--- config.mk ---
export PLATFORM = sky130hd
export DESIGN_NAME = low_page_guard
export DESIGN_NICKNAME = d
export VERILOG_FILES = /design/src/rtl/lpt_pkg.sv /design/src/rtl/lpt_cfg_regs.sv /design/src/rtl/lpt_addr_decode.sv /design/src/rtl/lpt_resp_stage.sv /design/src/rtl/low_page_guard.sv
export SDC_FILE = /design/constraint.sdc
export NUM_CORES = 1
export LEC_CHECK = 0
export CAP_MARGIN = 20
export CORE_MARGIN = 4
export CORE_UTILIZATION = 47
export CTS_BUF_LIST = sky130_fd_sc_hd__clkbuf_4 sky130_fd_sc_hd__clkbuf_8
export DETAILED_ROUTE_END_ITERATION = 8
export DONT_BUFFER_PORTS = 1
export PLACE_DENSITY = 0.68
export SETUP_SLACK_MARGIN = 0.05
export SLEW_MARGIN = 25
export SYNTH_ARGS = -nofsm -noshare
export SYNTH_HDL_FRONTEND = slang
export SYNTH_SLANG_ARGS = --single-unit
--- constraint.sdc ---
create_clock -name clk -period 2.11 [get_ports clk]
set_clock_uncertainty 0.1 [all_clocks]
set_input_delay 0.211 -clock clk [delete_from_list [all_inputs] [get_ports clk]]
set_output_delay 0.211 -clock clk [all_outputs]
set_load 0.01 [all_outputs]
--- src/rtl/lpt_pkg.sv ---
package lpt_pkg;
  localparam int WORD_W = 32;

  typedef enum logic [1:0] {
    SEL_TRAP_CTL = 2'd0,
    SEL_OVL_CTL  = 2'd1,
    SEL_OVL_VAL  = 2'd2,
    SEL_NONE     = 2'd3
  } reg_sel_e;

  localparam int TRAP_EN_BIT  = 0;
  localparam int TRAP_AUX_BIT = 16;
  localparam int OVL_EN_BIT   = 0;

  localparam logic [WORD_W-1:0] TRAP_CTL_RST  = 32'h0001_0000;
  localparam logic [WORD_W-1:0] TRAP_CTL_MASK =
    (WORD_W'(1) << TRAP_EN_BIT) | (WORD_W'(1) << TRAP_AUX_BIT);
endpackage

--- src/rtl/lpt_cfg_regs.sv ---
module lpt_cfg_regs
  import lpt_pkg::*;
(
  input  logic              clk,
  input  logic              rst_n,
  input  logic              wr_en,
  input  logic [1:0]        sel,
  input  logic [WORD_W-1:0] wdata,
  output logic [WORD_W-1:0] rdata,
  output logic              trap_en,
  output logic              ovl_en,
  output logic [WORD_W-1:0] ovl_val
);
  reg_sel_e          sel_e;
  logic              trap_en_q, trap_aux_q, ovl_en_q;
  logic [WORD_W-1:0] ovl_val_q;
  logic              wr_trap_w, wr_octl_w, wr_oval_w;

  assign sel_e     = reg_sel_e'(sel);
  assign wr_trap_w = wr_en && (sel_e == SEL_TRAP_CTL);
  assign wr_octl_w = wr_en && (sel_e == SEL_OVL_CTL);
  assign wr_oval_w = wr_en && (sel_e == SEL_OVL_VAL);

  always_ff @(posedge clk) begin
    if (!rst_n) begin
      trap_en_q  <= TRAP_CTL_RST[TRAP_EN_BIT];
      trap_aux_q <= TRAP_CTL_RST[TRAP_AUX_BIT];
      ovl_en_q   <= 1'b0;
      ovl_val_q  <= '0;
    end else begin
      if (wr_trap_w) begin
        trap_en_q  <= wdata[TRAP_EN_BIT];
        trap_aux_q <= wdata[TRAP_AUX_BIT];
      end
      if (wr_octl_w) ovl_en_q <= wdata[OVL_EN_BIT];
      if (wr_oval_w) ovl_val_q <= wdata;
    end
  end

  always_comb begin
    rdata = '0;
    unique case (sel_e)
      SEL_TRAP_CTL: begin
        rdata[TRAP_EN_BIT]  = trap_en_q;
        rdata[TRAP_AUX_BIT] = trap_aux_q;
      end
      SEL_OVL_CTL:  rdata[OVL_EN_BIT] = ovl_en_q;
      SEL_OVL_VAL:  rdata = ovl_val_q;
      default:      rdata = '0;
    endcase
  end

  assign trap_en = trap_en_q;
  assign ovl_en  = ovl_en_q;
  assign ovl_val = ovl_val_q;

  // trap control keeps its value when it is not addressed by a write
  p_trap_hold_r2: assert property (@(posedge clk) disable iff (!rst_n)
    !wr_trap_w |=> $stable(trap_en_q) && $stable(trap_aux_q));
  // overlay word loads the written value
  p_oval_load_r2: assert property (@(posedge clk) disable iff (!rst_n)
    wr_oval_w |=> ovl_val == $past(wdata));
  // unused trap control bits read as zero
  p_rsvd_zero_r2: assert property (@(posedge clk) disable iff (!rst_n)
    (sel_e == SEL_TRAP_CTL) |-> ((rdata & ~TRAP_CTL_MASK) == '0));
  // overlay enable holds without a write to it
  p_octl_hold_r2: assert property (@(posedge clk) disable iff (!rst_n)
    !wr_octl_w |=> $stable(ovl_en));
endmodule

--- src/rtl/lpt_addr_decode.sv ---
module lpt_addr_decode #(
  parameter int unsigned       ADDR_W     = 32,
  parameter int unsigned       PAGE_BYTES = 4096,
  parameter logic [ADDR_W-1:0] ROM_BASE   = 32'h0001_0000,
  parameter logic [ADDR_W:0]   ROM_SIZE   = 33'h0_0001_0000
) (
  input  logic [ADDR_W-1:0] addr,
  output logic              in_low_page,
  output logic              in_rom
);
  localparam logic [ADDR_W:0] PAGE_LIM = (ADDR_W+1)'(PAGE_BYTES);
  localparam logic [ADDR_W:0] ROM_END  = {1'b0, ROM_BASE} + ROM_SIZE;

  function automatic logic f_below(input logic [ADDR_W-1:0] a,
                                   input logic [ADDR_W:0] lim);
    return {1'b0, a} < lim;
  endfunction

  function automatic logic f_inside(input logic [ADDR_W-1:0] a,
                                    input logic [ADDR_W-1:0] base,
                                    input logic [ADDR_W:0] end_x);
    return ({1'b0, a} >= {1'b0, base}) && ({1'b0, a} < end_x);
  endfunction

  assign in_low_page = f_below(addr, PAGE_LIM);

  generate
    if (ROM_SIZE == '0) begin : g_no_rom
      assign in_rom = 1'b0;
    end else begin : g_rom
      assign in_rom = f_inside(addr, ROM_BASE, ROM_END);
    end
  endgenerate
endmodule

--- src/rtl/lpt_resp_stage.sv ---
module lpt_resp_stage
  import lpt_pkg::*;
(
  input  logic              clk,
  input  logic              rst_n,
  input  logic              req,
  input  logic              fetch,
  input  logic              write,
  input  logic [WORD_W-1:0] mem_rdata,
  input  logic              low_hit,
  input  logic              rom_hit,
  input  logic              trap_en,
  input  logic              ovl_en,
  input  logic [WORD_W-1:0] ovl_val,
  output logic              resp_valid,
  output logic [WORD_W-1:0] resp_data,
  output logic              resp_trap
);
  logic data_acc_w, trap_fire_w, ovl_fire_w;

  assign data_acc_w  = req && !fetch;
  assign trap_fire_w = data_acc_w && low_hit && trap_en;
  assign ovl_fire_w  = data_acc_w && !write && rom_hit && ovl_en;

  always_ff @(posedge clk) begin
    if (!rst_n) begin
      resp_valid <= 1'b0;
      resp_trap  <= 1'b0;
      resp_data  <= '0;
    end else begin
      resp_valid <= req;
      resp_trap  <= trap_fire_w;
      if (req) resp_data <= ovl_fire_w ? ovl_val : mem_rdata;
    end
  end

  p_valid_follows_r3: assert property (@(posedge clk) disable iff (!rst_n)
    req |=> resp_valid);
  p_idle_quiet_r10: assert property (@(posedge clk) disable iff (!rst_n)
    !req |=> !resp_valid && !resp_trap);
  p_trap_fire_r4: assert property (@(posedge clk) disable iff (!rst_n)
    trap_fire_w |=> resp_trap);
  p_fetch_no_trap_r5: assert property (@(posedge clk) disable iff (!rst_n)
    (req && fetch) |=> !resp_trap);
  p_trap_off_r5: assert property (@(posedge clk) disable iff (!rst_n)
    (req && !trap_en) |=> !resp_trap);
  p_overlay_word_r7: assert property (@(posedge clk) disable iff (!rst_n)
    ovl_fire_w |=> resp_data == $past(ovl_val));
  p_fetch_raw_r8: assert property (@(posedge clk) disable iff (!rst_n)
    (req && fetch) |=> resp_data == $past(mem_rdata));
  p_write_raw_r8: assert property (@(posedge clk) disable iff (!rst_n)
    (req && write) |=> resp_data == $past(mem_rdata));
endmodule

--- src/rtl/low_page_guard.sv ---
module low_page_guard
  import lpt_pkg::*;
#(
  parameter int unsigned       ADDR_W     = 32,
  parameter int unsigned       PAGE_BYTES = 4096,
  parameter logic [ADDR_W-1:0] ROM_BASE   = 32'h0001_0000,
  parameter logic [ADDR_W:0]   ROM_SIZE   = 33'h0_0001_0000
) (
  input  logic              clk,
  input  logic              rst_n,
  input  logic              cfg_wr,
  input  logic [1:0]        cfg_sel,
  input  logic [WORD_W-1:0] cfg_wdata,
  output logic [WORD_W-1:0] cfg_rdata,
  input  logic              bus_req,
  input  logic [ADDR_W-1:0] bus_addr,
  input  logic              bus_fetch,
  input  logic              bus_write,
  input  logic [WORD_W-1:0] mem_rdata,
  output logic              resp_valid,
  output logic [WORD_W-1:0] resp_data,
  output logic              resp_trap
);
  logic              trap_en_w, ovl_en_w;
  logic [WORD_W-1:0] ovl_val_w;
  logic              low_hit_w, rom_hit_w;

  lpt_cfg_regs u_regs (
    .clk     (clk),
    .rst_n   (rst_n),
    .wr_en   (cfg_wr),
    .sel     (cfg_sel),
    .wdata   (cfg_wdata),
    .rdata   (cfg_rdata),
    .trap_en (trap_en_w),
    .ovl_en  (ovl_en_w),
    .ovl_val (ovl_val_w)
  );

  lpt_addr_decode #(
    .ADDR_W     (ADDR_W),
    .PAGE_BYTES (PAGE_BYTES),
    .ROM_BASE   (ROM_BASE),
    .ROM_SIZE   (ROM_SIZE)
  ) u_dec (
    .addr        (bus_addr),
    .in_low_page (low_hit_w),
    .in_rom      (rom_hit_w)
  );

  lpt_resp_stage u_resp (
    .clk        (clk),
    .rst_n      (rst_n),
    .req        (bus_req),
    .fetch      (bus_fetch),
    .write      (bus_write),
    .mem_rdata  (mem_rdata),
    .low_hit    (low_hit_w),
    .rom_hit    (rom_hit_w),
    .trap_en    (trap_en_w),
    .ovl_en     (ovl_en_w),
    .ovl_val    (ovl_val_w),
    .resp_valid (resp_valid),
    .resp_data  (resp_data),
    .resp_trap  (resp_trap)
  );

  // a low page data read inside the window gets both actions at once
  p_both_actions_r9: assert property (@(posedge clk) disable iff (!rst_n)
    (bus_req && !bus_fetch && !bus_write && low_hit_w && rom_hit_w &&
     trap_en_w && ovl_en_w) |=> resp_trap && (resp_data == $past(ovl_val_w)));
endmodule

Word level (Yosys, flattened, before mapping)
Index checks and enable logic that the tools add are counted.
Storage, ports and cells
  flip-flop bits (word level): 69
  bits of input ports: 104
  output and inout bits: 66
  logic and storage cells: 30
Cells by class
  order comparisons: 3
  equality and inequality tests: 2
  muxes and demuxes: 5
  reductions and logical operators: 13
Operators by type and width (count)
  32-bit by 17-bit greater-or-equal comparator with 1-bit output, second input constant: 1
  32-bit by 13-bit less-than comparator with 1-bit output, second input constant: 1
  32-bit by 18-bit less-than comparator with 1-bit output, second input constant: 1
  32-bit two-way mux: 1
  15-bit two-way mux: 2
  1-bit logical AND: 10
  1-bit one-hot mux with 3 select lines: 1
  2-bit by 1-bit equality test with 1-bit output, second input constant: 1
  2-bit equality test, second input constant: 1
  1-bit zero test: 2
  2-bit zero test: 1
  1-bit one-hot mux with 2 select lines: 1

Depth between registers and ports, before layout
  depth after elaboration: 6
  mapped depth: 7
  mapped depth without buffers: 4

Hierarchy
From an unflattened synthesis, not the netlist that was laid out.
Unflattened totals
  cell total of the unflattened synthesis: 420
  area total of the unflattened synthesis: 3457.1 sq um
By module, submodules not included
  lpt_resp_stage: times used 1, cells an instance 219, area an instance 1714.1 sq um, sequential area each 680.7 sq um
  lpt_cfg_regs: times used 1, cells an instance 192, area an instance 1681.6 sq um, sequential area each 700.7 sq um
  lpt_addr_decode: times used 1, cells an instance 9, area an instance 61.3 sq um, sequential area each 0.0 sq um

Least setup slack after synthesis
OpenSTA, ideal clock, no wires.
  path type: input-to-reg
  from: input port bus_addr[29]
  to: register u_resp.resp_data[30]
  library setup time: 0.074 ns
  arrival: 1.507 ns
  required time: 1.936 ns
  path slack: 0.429 ns
  cell stages on the path: 6
  cells stage by stage: nor4_1 nand3_1 buf_6 buf_6 or4_1 a31oi_1
Between the ends
  word-level cells in the longest chain between the ends: 5
  elaborated cells on any way between the ends: 6
Ends and longest elaborated chain
  start, declared: RTL line low_page_guard.sv:16  | input logic [ADDR_W-1:0] bus_addr,
  32-bit by 17-bit greater-or-equal comparator with 1-bit output or 32-bit by 18-bit less-than comparator with 1-bit output (tied branches): RTL line lpt_addr_decode.sv:22  | return ({1'b0, a} >= {1'b0, base}) && ({1'b0, a} < end_x);
  1-bit logical AND (*): RTL line lpt_addr_decode.sv:22
  1-bit logical AND (*) (2 in a row): RTL line lpt_resp_stage.sv:23  | assign ovl_fire_w = data_acc_w && !write && rom_hit && ovl_en;
  32-bit two-way mux (*): RTL line lpt_resp_stage.sv:33  | if (req) resp_data <= ovl_fire_w ? ovl_val : mem_rdata;
  end signal, assigned: RTL line lpt_resp_stage.sv:33
  end, declared: RTL line lpt_resp_stage.sv:16  | output logic [WORD_W-1:0] resp_data,
Every way passes the cells marked *; elsewhere a longest branch is shown, timed or not.
A chain may end at the register's enable or synchronous reset.

Worst setup path in the final report
  from: register u_regs.ovl_en_q, in the netlist u_regs.ovl_en
  to: register u_resp.resp_data[31]
Between the ends
  word-level cells in the longest chain between the ends: 2
Ends and longest elaborated chain
  start, declared: RTL line lpt_cfg_regs.sv:15  | logic trap_en_q, trap_aux_q, ovl_en_q;
  start signal, assigned: RTL line lpt_cfg_regs.sv:35  | if (wr_octl_w) ovl_en_q <= wdata[OVL_EN_BIT];
  1-bit logical AND: RTL line lpt_resp_stage.sv:23
  32-bit two-way mux: RTL line lpt_resp_stage.sv:33
Every way passes these cells.

==> load_flow_metrics.sql <==
INSERT INTO impl_metrics (metric_group, metric, value, unit) VALUES
('power', 'total_power_after_layout', '2700', 'µW'),
('cells_and_area', 'n_antenna_cell', '0', ''),
('place', 'dp_hpwl', '6600', 'µm'),
('logic_synthesis', 'netlist_top_cells_area', 'dfxtp_1 41%, nand2_1 11%, o21ai_0 9.8%, or4_1 7.2%, a31oi_1 6.0%', ''),
('global_route', 'number_of_global_route_vias_before_repair', '3125', ''),
('drt', 'wirelength', '10600', 'µm'),
('logic_synthesis', 'synth.cell_area', '3340', 'µm²'),
('cts', 'cts_root_buf', 'clkbuf_8', ''),
('die', 'start_util', '48.8', '%'),
('logic_synthesis', 'synthesis.instances', '432', ''),
('worst_setup_path', 'startpoint_type', 'flip-flop', ''),
('logic_synthesis', 'post_synth_and_or_nand_nor_area_fraction', '28.1', '%'),
('timing', 'max_clock_freq', '0.625', 'GHz'),
('timing', 'rsz0062_at_grt', 'no', ''),
('worst_setup_path', 'worstPathRequired', '2.22', 'ns'),
('global_route', 'grt_pass1_wl', '16500', 'µm'),
('cts', 'number_of_buffers_between_clock_root_and_the_deepest_sink', '2', ''),
('drt', 'drt_iter0_drc', '127', ''),
('logic_synthesis', 'postSynthRegisterBits', '69', ''),
('cts', 'cts_buffers', '9', ''),
('logic_synthesis', 'ys_seq_area_share', '41.4', '%'),
('cts', 'tritoncts', 'built', ''),
('timing', 'worstMarginPinSlew', '0.441', 'ns'),
('logic_synthesis', 'synth_compound_area_share', '23.2', '%'),
('logic_synthesis', 'yosys_warnings', '0', ''),
('die', 'height_of_the_die', '92.2', 'µm'),
('die', 'die-area', '8510', 'µm²'),
('cells_and_area', 'area.growth.synth_to_final', '28.4', '%'),
('power', 'leakagePower', '0.00143', 'µW'),
('logic_synthesis', 'area_leader_netlist', 'dfxtp_1', ''),
('logic_synthesis', 'synth_mux_area_share', '1.20', '%'),
('logic_synthesis', 'synth-edff-count', '0', ''),
('die', 'num_rows', '30', ''),
('power', 'worst_ir_drop_vdd', '330', 'µV'),
('place', 'numPortBuffers', '0', ''),
('timing', 'slew_violations', '0', ''),
('job', 'cap_violations', '0', ''),
('outcome', 'result_of_the_run', 'finished clean', ''),
('cells_and_area', 'post_route_cells_drive_above_1_share', '6.75', '%'),
('drt', 'route.antenna.remaining_nets', '0', ''),
('cells_and_area', 'layout.nets', '589', ''),
('drt', 'wl_per_cell', '18.1', 'µm'),
('logic_synthesis', 'post-synth-top-area-fraction', '41.4', '%'),
('timing', 'final.min_clock_period', '1.60', 'ns'),
('cts', 'clk_pin_slew', '0.07', 'ns'),
('power', 'power_per_cell_area', '631', 'nW/µm²'),
('drt', 'drtPass1Iterations', '4', ''),
('worst_setup_path', 'critPathMaxFanout', '32', ''),
('drt', 'vias', '3287', ''),
('global_route', 'global_route.overflow_total', '0', ''),
('worst_setup_path', 'timing.setup.critical_path_class', 'flip-flop to flip-flop', ''),
('cts', 'clock_insertion_delay_worst_skew', '0.34', 'ns'),
('cells_and_area', 'post-route-cell-area', '4280', 'µm²'),
('logic_synthesis', 'syn_avg_cell_area', '7.72', 'µm²'),
('drt', 'post-route-drc-count', '0', ''),
('timing', 'timing.final.crit_share', '75.8', '%'),
('die', 'placeableCoreArea', '6830', 'µm²'),
('global_route', 'grt_antenna_before_repair', '0', ''),
('timing', 'timing.final.setup_violations', '0', ''),
('place', 'post_dp_cell_area', '3350', 'µm²'),
('timing', 'final-hold-violation-count', '0', ''),
('drt', 'vias_per_cell', '5.62', ''),
('logic_synthesis', 'synth_ff_type', 'dfxtp_1', ''),
('logic_synthesis', 'async_flop_share', '0', '%'),
('cts', 'clock_sinks', '69', ''),
('min_path', 'hold_class', 'primary input to flip-flop', ''),
('global_route', 'global_route.usage.total', '24.6', '%'),
('logic_synthesis', 'synth_cell_type_count', '24', ''),
('place', 'gpl.final_weighted_congestion', '0.821', ''),
('die', 'ioPinCount', '170', ''),
('worst_setup_path', 'endpoint_kind', 'flip-flop', ''),
('worst_setup_path', 'worst-endpoint-arrival', '1.71', 'ns'),
('die', 'die_w', '92.2', 'µm'),
('logic_synthesis', 'postSynthNetCount', '536', ''),
('cts', 'cts-htree-levels', '3', ''),
('timing', 'timing.setup.tns', '0', 'ns'),
('logic_synthesis', 'yosys.area_share.xor_xnor', '0', '%'),
('logic_synthesis', 'synth_top_family_by_area', 'simple AND/OR/NAND/NOR gates', ''),
('timing', 'timing.max_slew.rel_slack', '70.3', '%'),
('global_route', 'maximum_number_of_pins_on_one_net_before_global_route_repair', '70', ''),
('logic_synthesis', 'adder_cell_share_of_the_synthesized_area', '0', '%');
-- layout by cell type, fill, tap and decap left out, drive strengths merged, types with 4 or more instances in the layout --
cell	count
or4	32
clkbuf	13
dfxtp	69
buf	15
a31oi	32
nor2	4
nand2	101
and2	32
mux2i	4
a21boi	33
o21ai	65
dlygate4sd3	71
-- power breakdown --
group / switching, µW / leakage (µW) / internal, µW
combinational: 142 / 0.000767 / 163
clock: 470 / 0.0000935 / 489
sequential: 68.7 / 0.000567 / 1370
-- cells in the mapped netlist (2+ instances only) --
| master | count |
|---|---|
| a21boi_0 | 14 |
| a21boi_1 | 19 |
| a31oi_1 | 32 |
| and2_1 | 32 |
| buf_1 | 2 |
| buf_2 | 5 |
| buf_6 | 4 |
| clkbuf_1 | 32 |
| dfxtp_1 | 69 |
| mux2i_1 | 4 |
| nand2_1 | 101 |
| nand3_1 | 3 |
| nand4_1 | 2 |
| nor2_1 | 4 |
| nor2b_1 | 3 |
| nor3_1 | 2 |
| nor4_1 | 2 |
| o21ai_0 | 65 |
| or4_1 | 32 |
-- layout make-up --
| cell class | count | area [µm²] |
|---|---|---|
| clock buffer | 13 | 160 |
| clock inverter | 2 | 10.0 |
| fill | 605 | 2550 |
| multi-input combinational | 319 | 1760 |
| sequential | 69 | 1380 |
| tap | 96 | 120 |
| timing repair buffer | 86 | 848 |
-- routing by layer --
layer	global-route usage, %	vias up	wire length, µm
met5	0	-	0
met4	7.05	0	166
met3	8.04	15	915
met2	39.2	144	4970
met1	31.9	1507	4550
li1	-	1621	-
-- registers in the layout, indices dropped and copies added, names as in the netlist --
signal	count
u_resp.resp_valid	1
u_resp.resp_trap	1
u_regs.ovl_val	32
u_regs.trap_aux_q	1
u_resp.resp_data	32
u_regs.ovl_en	1
u_regs.trap_en	1
-- through the flow --
step                      worst slack (ns)  hold WS (ns)  util (%)  std cells
final                                0.511        0.0142      62.7        585
after global routing                 0.410        0.0308      62.7        585
after CTS                            0.106      0.000176      62.7        586
after detailed placement             0.229         0.192      49.0        497
after global placement               0.287         0.188      49.0        497
after floorplan                      0.429         0.239         -        432
-- cells by family (layout without fill, tap and decap cells) --
family / after synthesis / in the layout
buf+inv: 44 / 101
mux: 4 / 4
flops: 69 / 69
simple gates: 185 / 185
compound gates: 130 / 130
-- path summary, 6_finish.rpt --
| kind | start | end | slack [ns] | cells after the start |
|---|---|---|---|---|
| setup / recovery | u_regs.ovl_en | u_resp.resp_data[31] | 0.51 | 6 |
| hold / removal | bus_req | u_resp.resp_data[1] | 0.01 | 2 |
| setup reg to reg | u_regs.ovl_en | u_resp.resp_data[31] | 0.51 | 6 |
| hold reg to reg | u_regs.ovl_val[2] | u_regs.ovl_val[2] | 0.37 | 2 |
-- worst max-delay path, cell delays in order (launching register included) --
cell,delay [ns]
dfxtp_1,0.33
buf_4,0.18
and3b_1,0.17
nand4_1,0.09
buf_4,0.25
o21ai_0,0.24
a31oi_1,0.11
-- timing repair --
action,CTS,global route
setup buffers,0,0
hold buffers,74,0
hold endpoints to repair,69,0
gates resized for setup,0,2
setup endpoints to repair,0,1
No activity file was read; power rests on OpenSTA's default activity.
